<file path="src/rtl/dps_pkg.sv">
package dps_pkg;

  typedef enum logic [3:0] {
    S_IDLE,
    S_ROWSET,
    S_ACT,
    S_RCD,
    S_COLSET,
    S_CAS,
    S_CP,
    S_OPEN,
    S_PRE
  } seqState_t;

  // strobes from the control FSM into the datapath
  typedef struct packed {
    logic latchReq;  // capture the accepted request
    logic loadRow;   // put the latched row on the bus
    logic loadCol;   // put a column on the bus, set up data
    logic useLive;   // column/data taken straight from the request port
    logic colWrite;  // the column access is a write
    logic endCol;    // column strobe ends, release data bus
    logic capRead;   // sample read data
  } dpStrobe_t;

endpackage

</file>
<file path="src/rtl/dps_ctrl.sv">
module dps_ctrl
  import dps_pkg::*;
#(
  parameter int CNT_W  = 4,
  parameter int RMAX_W = 8
) (
  input  logic              clk,
  input  logic              rstN,
  input  logic              reqValid,
  input  logic              reqWrite,
  output logic              reqReady,
  input  logic              rowHit,
  input  logic [CNT_W-1:0]  cfgRcd,
  input  logic [CNT_W-1:0]  cfgCasLow,
  input  logic [CNT_W-1:0]  cfgCasPre,
  input  logic [CNT_W-1:0]  cfgPre,
  input  logic              cfgRasMaxEn,
  input  logic [RMAX_W-1:0] cfgRasMax,
  output dpStrobe_t         strobe,
  output logic              rasN,
  output logic              casN,
  output logic              weN,
  output logic              oeN
);

  seqState_t         state;
  logic [CNT_W-1:0]  cnt;
  logic [RMAX_W-1:0] rasCnt;
  logic              wrLat;
  logic              pending;
  logic              cntDone;
  logic              expired;
  logic              accept;
  logic              openHit;

  assign cntDone  = (cnt <= CNT_W'(1));
  assign expired  = cfgRasMaxEn && (rasCnt >= cfgRasMax);
  assign reqReady = (state == S_IDLE) || ((state == S_OPEN) && !expired);
  assign accept   = reqValid && reqReady;
  assign openHit  = (state == S_OPEN) && accept && rowHit;

  always_comb begin
    strobe          = '0;
    strobe.latchReq = accept;
    strobe.loadRow  = (state == S_ROWSET);
    strobe.loadCol  = ((state == S_RCD) && cntDone) || openHit;
    strobe.useLive  = openHit;
    strobe.colWrite = openHit ? reqWrite : wrLat;
    strobe.endCol   = (state == S_CAS) && cntDone;
    strobe.capRead  = (state == S_CAS) && cntDone && !wrLat;
  end

  // length of the current RAS-low period, saturating
  always_ff @(posedge clk or negedge rstN) begin
    if (!rstN) begin
      rasCnt <= '0;
    end else if (rasN) begin
      rasCnt <= '0;
    end else if (rasCnt != '1) begin
      rasCnt <= rasCnt + RMAX_W'(1);
    end
  end

  always_ff @(posedge clk or negedge rstN) begin
    if (!rstN) begin
      state   <= S_IDLE;
      cnt     <= '0;
      wrLat   <= 1'b0;
      pending <= 1'b0;
      rasN    <= 1'b1;
      casN    <= 1'b1;
      weN     <= 1'b1;
      oeN     <= 1'b1;
    end else begin
      case (state)
        S_IDLE: begin
          if (accept) begin
            wrLat <= reqWrite;
            state <= S_ROWSET;
          end
        end
        S_ROWSET: state <= S_ACT;
        S_ACT: begin
          rasN  <= 1'b0;
          cnt   <= cfgRcd;
          state <= S_RCD;
        end
        S_RCD: begin
          if (cntDone) begin
            weN   <= ~wrLat;
            oeN   <= wrLat;
            state <= S_COLSET;
          end else begin
            cnt <= cnt - CNT_W'(1);
          end
        end
        S_COLSET: begin
          casN  <= 1'b0;
          cnt   <= cfgCasLow;
          state <= S_CAS;
        end
        S_CAS: begin
          if (cntDone) begin
            casN  <= 1'b1;
            weN   <= 1'b1;
            oeN   <= 1'b1;
            cnt   <= cfgCasPre;
            state <= S_CP;
          end else begin
            cnt <= cnt - CNT_W'(1);
          end
        end
        S_CP: begin
          if (cntDone) state <= S_OPEN;
          else         cnt   <= cnt - CNT_W'(1);
        end
        S_OPEN: begin
          if (expired) begin
            rasN    <= 1'b1;
            cnt     <= cfgPre;
            pending <= 1'b0;
            state   <= S_PRE;
          end else if (accept) begin
            wrLat <= reqWrite;
            if (rowHit) begin
              weN   <= ~reqWrite;
              oeN   <= reqWrite;
              state <= S_COLSET;
            end else begin
              rasN    <= 1'b1;
              cnt     <= cfgPre;
              pending <= 1'b1;
              state   <= S_PRE;
            end
          end
        end
        S_PRE: begin
          if (cntDone) begin
            state   <= pending ? S_ROWSET : S_IDLE;
            pending <= 1'b0;
          end else begin
            cnt <= cnt - CNT_W'(1);
          end
        end
        default: state <= S_IDLE;
      endcase
    end
  end

endmodule

</file>
<file path="src/rtl/dps_dpath.sv">
module dps_dpath
  import dps_pkg::*;
#(
  parameter int ROW_W  = 10,
  parameter int COL_W  = 9,
  parameter int DATA_W = 16,
  localparam int AIN_W  = ROW_W + COL_W,
  localparam int ADDR_W = (ROW_W > COL_W) ? ROW_W : COL_W
) (
  input  logic              clk,
  input  logic              rstN,
  input  dpStrobe_t         strobe,
  input  logic [AIN_W-1:0]  reqAddr,
  input  logic [DATA_W-1:0] reqWdata,
  input  logic [DATA_W-1:0] dramDqIn,
  output logic              rowHit,
  output logic [ADDR_W-1:0] dramAddr,
  output logic [DATA_W-1:0] dramDqOut,
  output logic              dramDqOe,
  output logic [DATA_W-1:0] rdData,
  output logic              rdValid
);

  logic [ROW_W-1:0]  liveRow;
  logic [COL_W-1:0]  liveCol;
  logic [ROW_W-1:0]  rowLat;
  logic [COL_W-1:0]  colLat;
  logic [DATA_W-1:0] wdLat;
  logic [ROW_W-1:0]  openRow;

  assign liveRow = reqAddr[AIN_W-1:COL_W];
  assign liveCol = reqAddr[COL_W-1:0];
  assign rowHit  = (liveRow == openRow);

  always_ff @(posedge clk or negedge rstN) begin
    if (!rstN) begin
      rowLat    <= '0;
      colLat    <= '0;
      wdLat     <= '0;
      openRow   <= '0;
      dramAddr  <= '0;
      dramDqOut <= '0;
      dramDqOe  <= 1'b0;
      rdData    <= '0;
      rdValid   <= 1'b0;
    end else begin
      if (strobe.latchReq) begin
        rowLat <= liveRow;
        colLat <= liveCol;
        wdLat  <= reqWdata;
      end
      if (strobe.loadRow) begin
        dramAddr <= ADDR_W'(rowLat);
        openRow  <= rowLat;
      end
      if (strobe.loadCol) begin
        dramAddr  <= strobe.useLive ? ADDR_W'(liveCol) : ADDR_W'(colLat);
        dramDqOut <= strobe.useLive ? reqWdata : wdLat;
        dramDqOe  <= strobe.colWrite;
      end
      if (strobe.endCol) dramDqOe <= 1'b0;
      rdValid <= strobe.capRead;
      if (strobe.capRead) rdData <= dramDqIn;
    end
  end

endmodule

</file>
<file path="src/rtl/dram_page_seq.sv">
module dram_page_seq
  import dps_pkg::*;
#(
  parameter int ROW_W  = 10,
  parameter int COL_W  = 9,
  parameter int DATA_W = 16,
  parameter int CNT_W  = 4,
  parameter int RMAX_W = 8,
  localparam int AIN_W  = ROW_W + COL_W,
  localparam int ADDR_W = (ROW_W > COL_W) ? ROW_W : COL_W
) (
  input  logic              clk,
  input  logic              rstN,
  input  logic              reqValid,
  output logic              reqReady,
  input  logic              reqWrite,
  input  logic [AIN_W-1:0]  reqAddr,
  input  logic [DATA_W-1:0] reqWdata,
  output logic              rdValid,
  output logic [DATA_W-1:0] rdData,
  input  logic [CNT_W-1:0]  cfgRcd,
  input  logic [CNT_W-1:0]  cfgCasLow,
  input  logic [CNT_W-1:0]  cfgCasPre,
  input  logic [CNT_W-1:0]  cfgPre,
  input  logic              cfgRasMaxEn,
  input  logic [RMAX_W-1:0] cfgRasMax,
  output logic              dramRasN,
  output logic              dramCasN,
  output logic              dramWeN,
  output logic              dramOeN,
  output logic [ADDR_W-1:0] dramAddr,
  output logic [DATA_W-1:0] dramDqOut,
  output logic              dramDqOe,
  input  logic [DATA_W-1:0] dramDqIn
);

  dpStrobe_t strobe;
  logic      rowHit;

  dps_ctrl #(.CNT_W(CNT_W), .RMAX_W(RMAX_W)) i_ctrl (
    .clk        (clk),
    .rstN       (rstN),
    .reqValid   (reqValid),
    .reqWrite   (reqWrite),
    .reqReady   (reqReady),
    .rowHit     (rowHit),
    .cfgRcd     (cfgRcd),
    .cfgCasLow  (cfgCasLow),
    .cfgCasPre  (cfgCasPre),
    .cfgPre     (cfgPre),
    .cfgRasMaxEn(cfgRasMaxEn),
    .cfgRasMax  (cfgRasMax),
    .strobe     (strobe),
    .rasN       (dramRasN),
    .casN       (dramCasN),
    .weN        (dramWeN),
    .oeN        (dramOeN)
  );

  dps_dpath #(.ROW_W(ROW_W), .COL_W(COL_W), .DATA_W(DATA_W)) i_dpath (
    .clk      (clk),
    .rstN     (rstN),
    .strobe   (strobe),
    .reqAddr  (reqAddr),
    .reqWdata (reqWdata),
    .dramDqIn (dramDqIn),
    .rowHit   (rowHit),
    .dramAddr (dramAddr),
    .dramDqOut(dramDqOut),
    .dramDqOe (dramDqOe),
    .rdData   (rdData),
    .rdValid  (rdValid)
  );

endmodule

</file>
<file path="config.mk">
export PLATFORM = sky130hd
export DESIGN_NAME = dram_page_seq
export DESIGN_NICKNAME = d
export VERILOG_FILES = /design/src/rtl/dps_pkg.sv /design/src/rtl/dps_ctrl.sv /design/src/rtl/dps_dpath.sv /design/src/rtl/dram_page_seq.sv
export SDC_FILE = /design/constraint.sdc
export NUM_CORES = 1
export LEC_CHECK = 0
export BUFFER_PORTS_ARGS = -buffer_cell sky130_fd_sc_hd__buf_2
export CAP_MARGIN = 20
export CORE_UTILIZATION = 56
export CTS_CLUSTER_DIAMETER = 60
export DETAILED_ROUTE_END_ITERATION = 10
export PLACE_DENSITY_LB_ADDON = 0.1
export SLEW_MARGIN = 20
export SYNTH_ARGS = -nofsm -noshare
export SYNTH_HDL_FRONTEND = slang
export SYNTH_HIERARCHICAL = 1
export SYNTH_SLANG_ARGS = --single-unit
</file>
<file path="constraint.sdc">
create_clock -name clk -period 3.78 [get_ports clk]
set_input_delay 0.189 -clock clk [delete_from_list [all_inputs] [get_ports clk]]
set_output_delay 0.189 -clock clk [all_outputs]
set_load 0.02 [all_outputs]
</file>
==> results of run 1 <==
-- layer usage --
layer  up-vias  part of all wire [%]  track usage, %
met2       170                    47            36.6
met5         -                     0               0
met4         0                   1.5            7.24
li1       1988                     -               -
met1      2015                    45            32.7
met3        16                   6.6            7.05
-- per-stage QoR --
stage          power (uW)  area [um2]  hold WS, ns  std cells
2_1_floorplan        4150        5800       -0.107        493
3_3_place_gp         4680        6450        0.395        734
3_5_place_dp         4780        6450        0.397        734
4_1_cts              5520        6660      0.00962        751
5_1_grt              5890        6660       0.0102        751
6_report             5480        6660       0.0368        751
-- cells in the final DEF (no fill, tap or decap), types with 4 or more instances in the layout --
cell type,count
sky130_fd_sc_hd__buf_2,127
sky130_fd_sc_hd__mux2_1,4
sky130_fd_sc_hd__inv_1,20
sky130_fd_sc_hd__nor2_1,37
sky130_fd_sc_hd__a21oi_1,44
sky130_fd_sc_hd__and3_1,4
sky130_fd_sc_hd__buf_4,10
sky130_fd_sc_hd__o21ai_1,4
sky130_fd_sc_hd__nor2b_1,13
sky130_fd_sc_hd__ha_1,11
sky130_fd_sc_hd__nand4_1,5
sky130_fd_sc_hd__dfrtp_1,107
sky130_fd_sc_hd__mux2_4,38
sky130_fd_sc_hd__nand3_1,6
sky130_fd_sc_hd__nand2_1,16
sky130_fd_sc_hd__o22ai_1,4
sky130_fd_sc_hd__xnor2_1,9
sky130_fd_sc_hd__o21ai_0,13
sky130_fd_sc_hd__a211oi_1,9
sky130_fd_sc_hd__clkbuf_8,9
sky130_fd_sc_hd__mux2_2,23
sky130_fd_sc_hd__mux2i_1,28
sky130_fd_sc_hd__dfstp_2,4
sky130_fd_sc_hd__xor2_1,6
sky130_fd_sc_hd__nand2b_1,7
-- path summary, 6_finish.rpt --
kind / from / end / cells after the start
max: i_ctrl/rasCnt[0] / i_dpath/rowLat[9] / 9
max reg2reg: i_ctrl/rasCnt[0] / i_dpath/rowLat[9] / 9
max in group asynchronous: rstN / i_dpath/openRow[3] / 3
min reg2reg: i_dpath/rdData[6] / i_dpath/rdData[6] / 1
min in group asynchronous: rstN / i_dpath/rdData[13] / 2
min: dramDqIn[4] / i_dpath/rdData[4] / 2
-- worst reg2reg max path, stage by stage, from the launching register on --
cell                        delay, ns
sky130_fd_sc_hd__dfrtp_1         0.45
sky130_fd_sc_hd__inv_1           0.07
sky130_fd_sc_hd__ha_1            0.26
sky130_fd_sc_hd__nand2b_1        0.17
sky130_fd_sc_hd__a2111oi_4       0.44
sky130_fd_sc_hd__o21ai_4         0.14
sky130_fd_sc_hd__a21oi_1         0.16
sky130_fd_sc_hd__o21a_2          0.15
sky130_fd_sc_hd__buf_4           0.52
sky130_fd_sc_hd__mux2_2          0.43
-- power groups by stage --
stage          Clock, uW  Sequential [uW]  Combinational, uW
6_report             713             2150               2620
3_3_place_gp           0             2140               2540
2_1_floorplan          0             2340               1810
5_1_grt              791             2230               2870
3_5_place_dp           0             2160               2620
4_1_cts              749             2150               2630
-- sequential cells by signal, indices dropped and copies added, names as in the netlist, 4 cells and up --
register and cells:
i_ctrl/state 4, i_dpath/rdData 16, i_ctrl/rasCnt 8, i_ctrl/cnt 4, i_dpath/wdLat 16, i_dpath/rowLat 10
i_dpath/openRow 10, i_dpath/dramDqOut 16, i_dpath/colLat 9, i_dpath/dramAddr 10
-- kinds of logic after synthesis --
kind of cell / after synthesis
AO/OA/AOI/OAI: 107
XOR/XNOR: 15
adder cells (fa/ha/maj): 11
buffers and inverters: 49
flip-flops: 111
multiplexers: 93
AND/OR/NAND/NOR: 107
-- layout make-up --
type                    instances  area (um2)  area share, %
well taps                     133         166           2.50
repair buffers                138         721           10.8
clock inverters                 7        72.6           1.09
inverters                      20        75.1           1.13
flip-flops and latches        111        2780           41.8
clock buffers                   9         124           1.86
multi-input cells             333        2720           40.8
==> qor.log, run 1 <==
qor: die.die-height 104 um
qor: critical_path.setup.worst_path.end_class flop
qor: die.die_x 104 um
qor: placed_design.gpl.final_weighted_congestion 0.884
qor: detailed_routing.dr.pass1.iters 4
qor: clock_network.cts.sinks 111
qor: layout.n_fill_cell 765
qor: global_route.grt_antenna_before_repair 0
qor: critical_path.arrival 3.14 ns
qor: detailed_routing.ant_nets 0
qor: die.placement_rows 36
qor: timing.setup_repair_after_global_routing_missed_its_margin false
qor: layout.final_nets 704
qor: synthesis.ys_dominant_reg_cell sky130_fd_sc_hd__dfrtp_1
qor: pwr.switching_share 39.2%
qor: timing.timing.fmax 0.349 GHz
qor: clock_network.cts_max_level 3
qor: die.die_area 10,800 um2
qor: synthesis.synth.ff_latch_count 111
qor: pwr.clockPowerShare 13.0%
qor: critical_path.reg2reg_setup_slack 0.91 ns
qor: synthesis.post_synth_xor_area_fraction 2.26%
qor: synthesis.yosysMostFrequentCell sky130_fd_sc_hd__dfrtp_1
qor: pwr.part_of_the_power_in_registers 39.2%
qor: global_route.number_of_global_route_vias_before_repair 4,154
qor: layout.syn_to_final_growth 14.8%
qor: timing.tightest_slew 0.960 ns
qor: global_route.grt_overflow_total 0
qor: detailed_routing.route.vias.total 4,189
qor: clock_network.cts_hold_buffers 1
qor: critical_path.timing.critical_path.buf_inv 2
qor: critical_path.critPathMaxFanout 36
qor: placed_design.post-place-ws 0.911 ns
qor: synthesis.synth_top_family_by_area multiplexers
qor: layout.post-route-util 67.2%
qor: clock_network.post_cts_resize_count 0
qor: critical_path.timing.critical_path.max_delay_family compound AO/OA/AOI/OAI gates
qor: pwr.vdd_ir_drop_max 0.425 mV
qor: placed_design.io_buffer_count 128
qor: critical_path.crit_path_cell_trace inv_1 > ha_1 > nand2b_1 > a2111oi_4 > o21ai_4 > a21oi_1 > o21a_2 > buf_4 > mux2_2
qor: pwr.power.internal 3330 uW
qor: synthesis.synth-edff-count 0
qor: detailed_routing.totalWireLength 12,000 um
qor: clock_network.cts_post_setup_buffers_inserted 0
qor: synthesis.synth.cell_area 5800 um2
qor: critical_path.path_class flop to flop
qor: status.result_of_the_run finished, final reports clean
qor: synthesis.synth_fp_nets 584
qor: synthesis.syn_area_per_cell 11.8 um2
qor: global_route.grt_pass1_wl 20,400 um
qor: synthesis.synth.distinct_cells 61
qor: layout.post_route_cells_drive_above_1_share 38.0%
qor: synthesis.yosys.area.top_type_share 46.2%
qor: synthesis.synth.top_cells.by_area sky130_fd_sc_hd__dfrtp_1, sky130_fd_sc_hd__mux2_4, sky130_fd_sc_hd__mux2i_1
qor: flow_run.max_cap_viol_count 0
qor: detailed_routing.1st_iter_drt_viols 229
qor: timing.setup-violations-final 0
qor: synthesis.netlist_instances 493
qor: timing.report.final.slew_viol_count 0
qor: global_route.grt.total_usage 23.8%
qor: critical_path.setup.worst_path.start_class flop
qor: die.initial_core_util 58.5%
qor: synthesis.synthArstFlopShare 100%
qor: pwr.leakage_power_figure 0.00314 uW
qor: timing.final_critical_path_setup_slack 0.911 ns
qor: timing.fin_worst_skew 0.0111 ns
qor: synthesis.synth-adder-area-share 2.37%
qor: synthesis.share_of_the_synthesized_area_in_compound_gates_ao_oa_aoi_oai 12.3%
qor: detailed_routing.residual_drc_count 0
qor: clock_network.root_buffer sky130_fd_sc_hd__clkbuf_8
qor: synthesis.ys.warnings.count 6
qor: die.i_o_pin_count 129
qor: detailed_routing.wl_per_cell 16.0 um
qor: critical_path.req_time_crit_path 4.05 ns
qor: pwr.combinationalPowerShare 47.7%
qor: synthesis.synth_area_leader_cell sky130_fd_sc_hd__dfrtp_1
qor: timing.clock_period_minus_final_worst_setup_slack 2.87 ns
qor: synthesis.yosys-mux-area-fraction 19.9%
qor: timing.finalHoldViolations 0
qor: synthesis.seq_area_frac_synth 48.0%
qor: die.floorplan_core_area 9910 um2
qor: synthesis.synth.cells.most_frequent sky130_fd_sc_hd__dfrtp_1, sky130_fd_sc_hd__a21oi_1, sky130_fd_sc_hd__mux2_4, sky130_fd_sc_hd__nor2_1, sky130_fd_sc_hd__mux2i_1
qor: clock_network.tritoncts built
qor: clock_network.tritoncts.num_buffers 9
qor: clock_network.clk_transition_reported_paths 0.10 ns
qor: timing.maxSlewHeadroom 36.0%
qor: timing.timing.setup.tns 0 ns
qor: pwr.p_switching 2150 uW
qor: worst_hold_path.timing.hold.worst.class input port to flop
qor: global_route.grt_start_max_net_pins 76
qor: detailed_routing.post_detailed_route_via_to_cell_ratio 5.58
qor: clock_network.ctsLongestPathBuffers 2
qor: critical_path.cpPeakStageDelay 0.52 ns
qor: clock_network.worstSkewPairLatency 0.38 ns
qor: pwr.power_density 823 nW/um2
qor: timing.min_period_over_period 75.9%
qor: layout.n_antenna_cell 0
qor: synthesis.synthSimpleGateAreaFrac 9.62%
qor: placed_design.post-dp-hpwl 8190 um
qor: critical_path.crit_slowest_cell sky130_fd_sc_hd__buf_4
Note: power is estimated with default switching activity, not from simulation.
==> run 2: changes to the inputs <==
- ABC_AREA: not set -> 1
- CORE_UTILIZATION: 56 -> 49
- clock period: 3.78 -> 2.3 ns (I/O delays scaled with it)
==> run 2 against run 1 <==
- design area increased by 8.1%
- critical path type unchanged
- highest routed layer unchanged
- combinational power increased by 51%
- via count increased by 18%
==> qor.log, run 2 <==
qor: status.result_of_the_run finished, final reports clean
qor: synthesis.synth.cells.most_frequent sky130_fd_sc_hd__nand2_1, sky130_fd_sc_hd__dfrtp_1, sky130_fd_sc_hd__inv_1
qor: timing.setup-violations-final 0
qor: die.die-height 109 um
qor: synthesis.yosysMostFrequentCell sky130_fd_sc_hd__nand2_1
qor: clock_network.worstSkewPairLatency 0.36 ns
qor: clock_network.root_buffer sky130_fd_sc_hd__clkbuf_16
qor: worst_hold_path.timing.hold.worst.class input port to flop
qor: layout.syn_to_final_growth 28.8%
qor: synthesis.synthArstFlopShare 100%
qor: pwr.clockPowerShare 17.6%
qor: synthesis.netlist_instances 658
qor: timing.timing.fmax 0.462 GHz
qor: synthesis.synth.top_cells.by_area sky130_fd_sc_hd__dfrtp_1, sky130_fd_sc_hd__nand2_1, sky130_fd_sc_hd__o21ai_0
qor: global_route.grt_overflow_total 0
qor: clock_network.tritoncts.num_buffers 9
qor: timing.fin_worst_skew 0.00815 ns
qor: detailed_routing.route.met2.wl 7020 um
qor: clock_network.ctsLongestPathBuffers 2
qor: layout.biggestRegsByFlops i_dpath/dramDqOut x16, i_dpath/rdData x16, i_dpath/wdLat x16
qor: detailed_routing.post_detailed_route_via_to_cell_ratio 5.07
qor: clock_network.cts.sinks 111
qor: global_route.number_of_global_route_vias_before_repair 4,679
qor: pwr.part_of_the_power_in_registers 37.6%
qor: timing.report.final.slew_viol_count 0
qor: critical_path.timing.critical_path.buf_inv 2
qor: global_route.grt_start_max_net_pins 68
qor: pwr.leakage_power_figure 0.00367 uW
qor: placed_design.gpl.final_weighted_congestion 0.900
qor: critical_path.setup.worst_path.start_class flop
qor: critical_path.crit_slowest_cell sky130_fd_sc_hd__dfrtp_1
qor: critical_path.req_time_crit_path 2.54 ns
qor: critical_path.path_class flop to flop
qor: detailed_routing.route.vias.total 4,953
qor: detailed_routing.wl_per_cell 14.1 um
qor: synthesis.synth_fp_nets 749
qor: detailed_routing.dr.pass1.iters 5
qor: layout.n_antenna_cell 0
qor: detailed_routing.residual_drc_count 0
qor: critical_path.arrival 2.40 ns
qor: placed_design.io_buffer_count 128
qor: synthesis.seq_area_frac_synth 49.8%
qor: detailed_routing.met3RoutedLength 631 um
qor: layout.mostFrequentLayoutCell sky130_fd_sc_hd__nand2_1
qor: timing.tightest_slew 0.741 ns
qor: synthesis.synth.distinct_cells 39
qor: detailed_routing.1st_iter_drt_viols 217
qor: die.floorplan_core_area 11,000 um2
qor: critical_path.critPathMaxFanout 9
qor: flow_run.max_cap_viol_count 0
qor: detailed_routing.routed_metal_1_wirelength 5900 um
qor: synthesis.ys_dominant_reg_cell sky130_fd_sc_hd__dfrtp_1
qor: pwr.combinationalPowerShare 44.8%
qor: detailed_routing.highest_signal_layer_in_the_routed_design met4
qor: synthesis.synth-edff-count 0
qor: critical_path.critPathLaunch i_ctrl/rasCnt[7]
qor: pwr.power.internal 5240 uW
qor: timing.maxSlewHeadroom 50.6%
qor: pwr.power_density 1230 nW/um2
qor: global_route.grt_antenna_before_repair 0
qor: timing.finalHoldViolations 0
qor: timing.final_critical_path_setup_slack 0.136 ns
qor: synthesis.syn_area_per_cell 8.49 um2
qor: critical_path.crit_path_cell_trace ha_1 > a21o_1 > nor2_1 > nand3_2 > nand3_2 > nand2_1 > inv_4 > buf_12 > mux2_2
qor: placed_design.post-place-ws 0.0764 ns
qor: detailed_routing.ant_nets 0
qor: synthesis.synth.cell_area 5590 um2
qor: die.die_x 109 um
qor: synthesis.synth_area_leader_cell sky130_fd_sc_hd__dfrtp_1
qor: pwr.vdd_ir_drop_max 0.885 mV
qor: die.die_area 11,800 um2
qor: synthesis.synth.ff_latch_count 111
qor: critical_path.cpPeakStageDelay 0.40 ns
qor: synthesis.yosys.area.top_type_share 47.9%
qor: layout.post_route_cells_drive_above_1_share 26.1%
qor: layout.final_cell_mix sky130_fd_sc_hd__nand2_1, sky130_fd_sc_hd__buf_2, sky130_fd_sc_hd__dfrtp_1
qor: global_route.grt_pass1_wl 21,200 um
qor: layout.final_nets 923
qor: pwr.switching_share 40.7%
qor: timing.clock_period_minus_final_worst_setup_slack 2.16 ns
qor: die.placement_rows 38
qor: clock_network.clk_transition_reported_paths 0.07 ns
qor: timing.fin_worst_hold_slack 0.0122 ns
qor: synthesis.ys.warnings.count 6
qor: detailed_routing.totalWireLength 13,800 um
qor: critical_path.worstReg2RegStart i_ctrl/rasCnt[7]
qor: critical_path.setup.worst_path.end_class flop
qor: critical_path.crit_path_frequent_cell sky130_fd_sc_hd__nand3_2
qor: worst_hold_path.hold_start dramDqIn[10]
qor: clock_network.tritoncts built
qor: pwr.p_switching 3590 uW
qor: placed_design.post-dp-hpwl 9060 um
qor: die.initial_core_util 50.9%
qor: clock_network.cts_max_level 3
qor: timing.min_period_over_period 94.1%
qor: layout.n_fill_cell 914
qor: critical_path.timing.critical_path.max_delay_family simple AND/OR/NAND/NOR gates
qor: global_route.grt.total_usage 23.3%
qor: die.i_o_pin_count 129
-- run 2: cell count changes after synthesis, moves of 13 or more --
cell and change:
sky130_fd_sc_hd__mux2i_1 -28, sky130_fd_sc_hd__inv_1 +57, sky130_fd_sc_hd__o21ai_0 +58, sky130_fd_sc_hd__mux2_4 -35, sky130_fd_sc_hd__nor2_1 +23, sky130_fd_sc_hd__nand2_1 +140
sky130_fd_sc_hd__nor2b_1 -13, sky130_fd_sc_hd__nand3_1 +17
-- run 2: stage by stage --
| step | cells | util (%) | cell area [um2] | total power [uW] | setup TNS, ns |
|---|---|---|---|---|---|
| after floorplan | 658 | - | 5590 | 6050 | 0 |
| after detailed placement | 916 | 58.1 | 6390 | 7110 | 0 |
| after global routing | 976 | 65.5 | 7190 | 9560 | -0.00147 |
| after CTS | 970 | 64.3 | 7060 | 8740 | 0 |
| after global placement | 916 | 58.1 | 6390 | 6970 | 0 |
| final | 976 | 65.5 | 7190 | 8830 | 0 |
-- run 2: final cells by class --
cell class | count | area [um2] | share of cell area (%)
sequential | 111 | 2780 | 38.7
multi-input combinational | 439 | 2320 | 32.3
timing repair buffer | 190 | 1310 | 18.3
inverter | 81 | 312 | 4.33
clock inverter | 4 | 55.1 | 0.765
clock buffer | 11 | 233 | 3.23
tap | 140 | 175 | 2.43
-- run 2: cells by family (layout without fill, tap and decap cells) --
group,after synthesis,count (layout),share of synthesized area [%]
adder cells (fa/ha/maj),11,11,2.46
AND/OR/NAND/NOR,265,265,20.3
AO/OA/AOI/OAI,139,139,13.8
multiplexers,19,19,4.03
XOR/XNOR,5,5,0.784
buffers and inverters,108,286,8.80
flip-flops,111,111,49.8
-- run 2: repair_timing --
action,CTS,global route
hold buffers,39,0
setup buffers,0,2
hold endpoints to repair,86,0
gates resized for setup,0,6
setup endpoints to repair,0,37
-- run 2: metal layers --
layer	vias to the layer above	track usage (%)
li1	2463	-
met1	2350	28.6
met2	124	40.7
met3	16	4.72
met4	0	8.11
met5	-	0
-- run 2: final timing paths --
kind                       slack (ns)  cells past startpoint                  to
max reg2reg                      0.14                      9   i_dpath/rowLat[6]
min in group asynchronous        0.35                      2   i_dpath/rowLat[3]
max in group asynchronous        1.20                      3         i_ctrl/casN
min reg2reg                      0.47                      2      i_ctrl/pending
min                              0.01                      2  i_dpath/rdData[10]
max                              0.14                      9   i_dpath/rowLat[6]
-- run 2: power by group through the flow --
stage          Sequential [uW]  Clock, uW  Combinational (uW)
5_1_grt                   3420       1660                4480
3_3_place_gp              3310          0                3660
2_1_floorplan             3660          0                2390
6_report                  3320       1550                3950
4_1_cts                   3310       1600                3830
3_5_place_dp              3340          0                3760
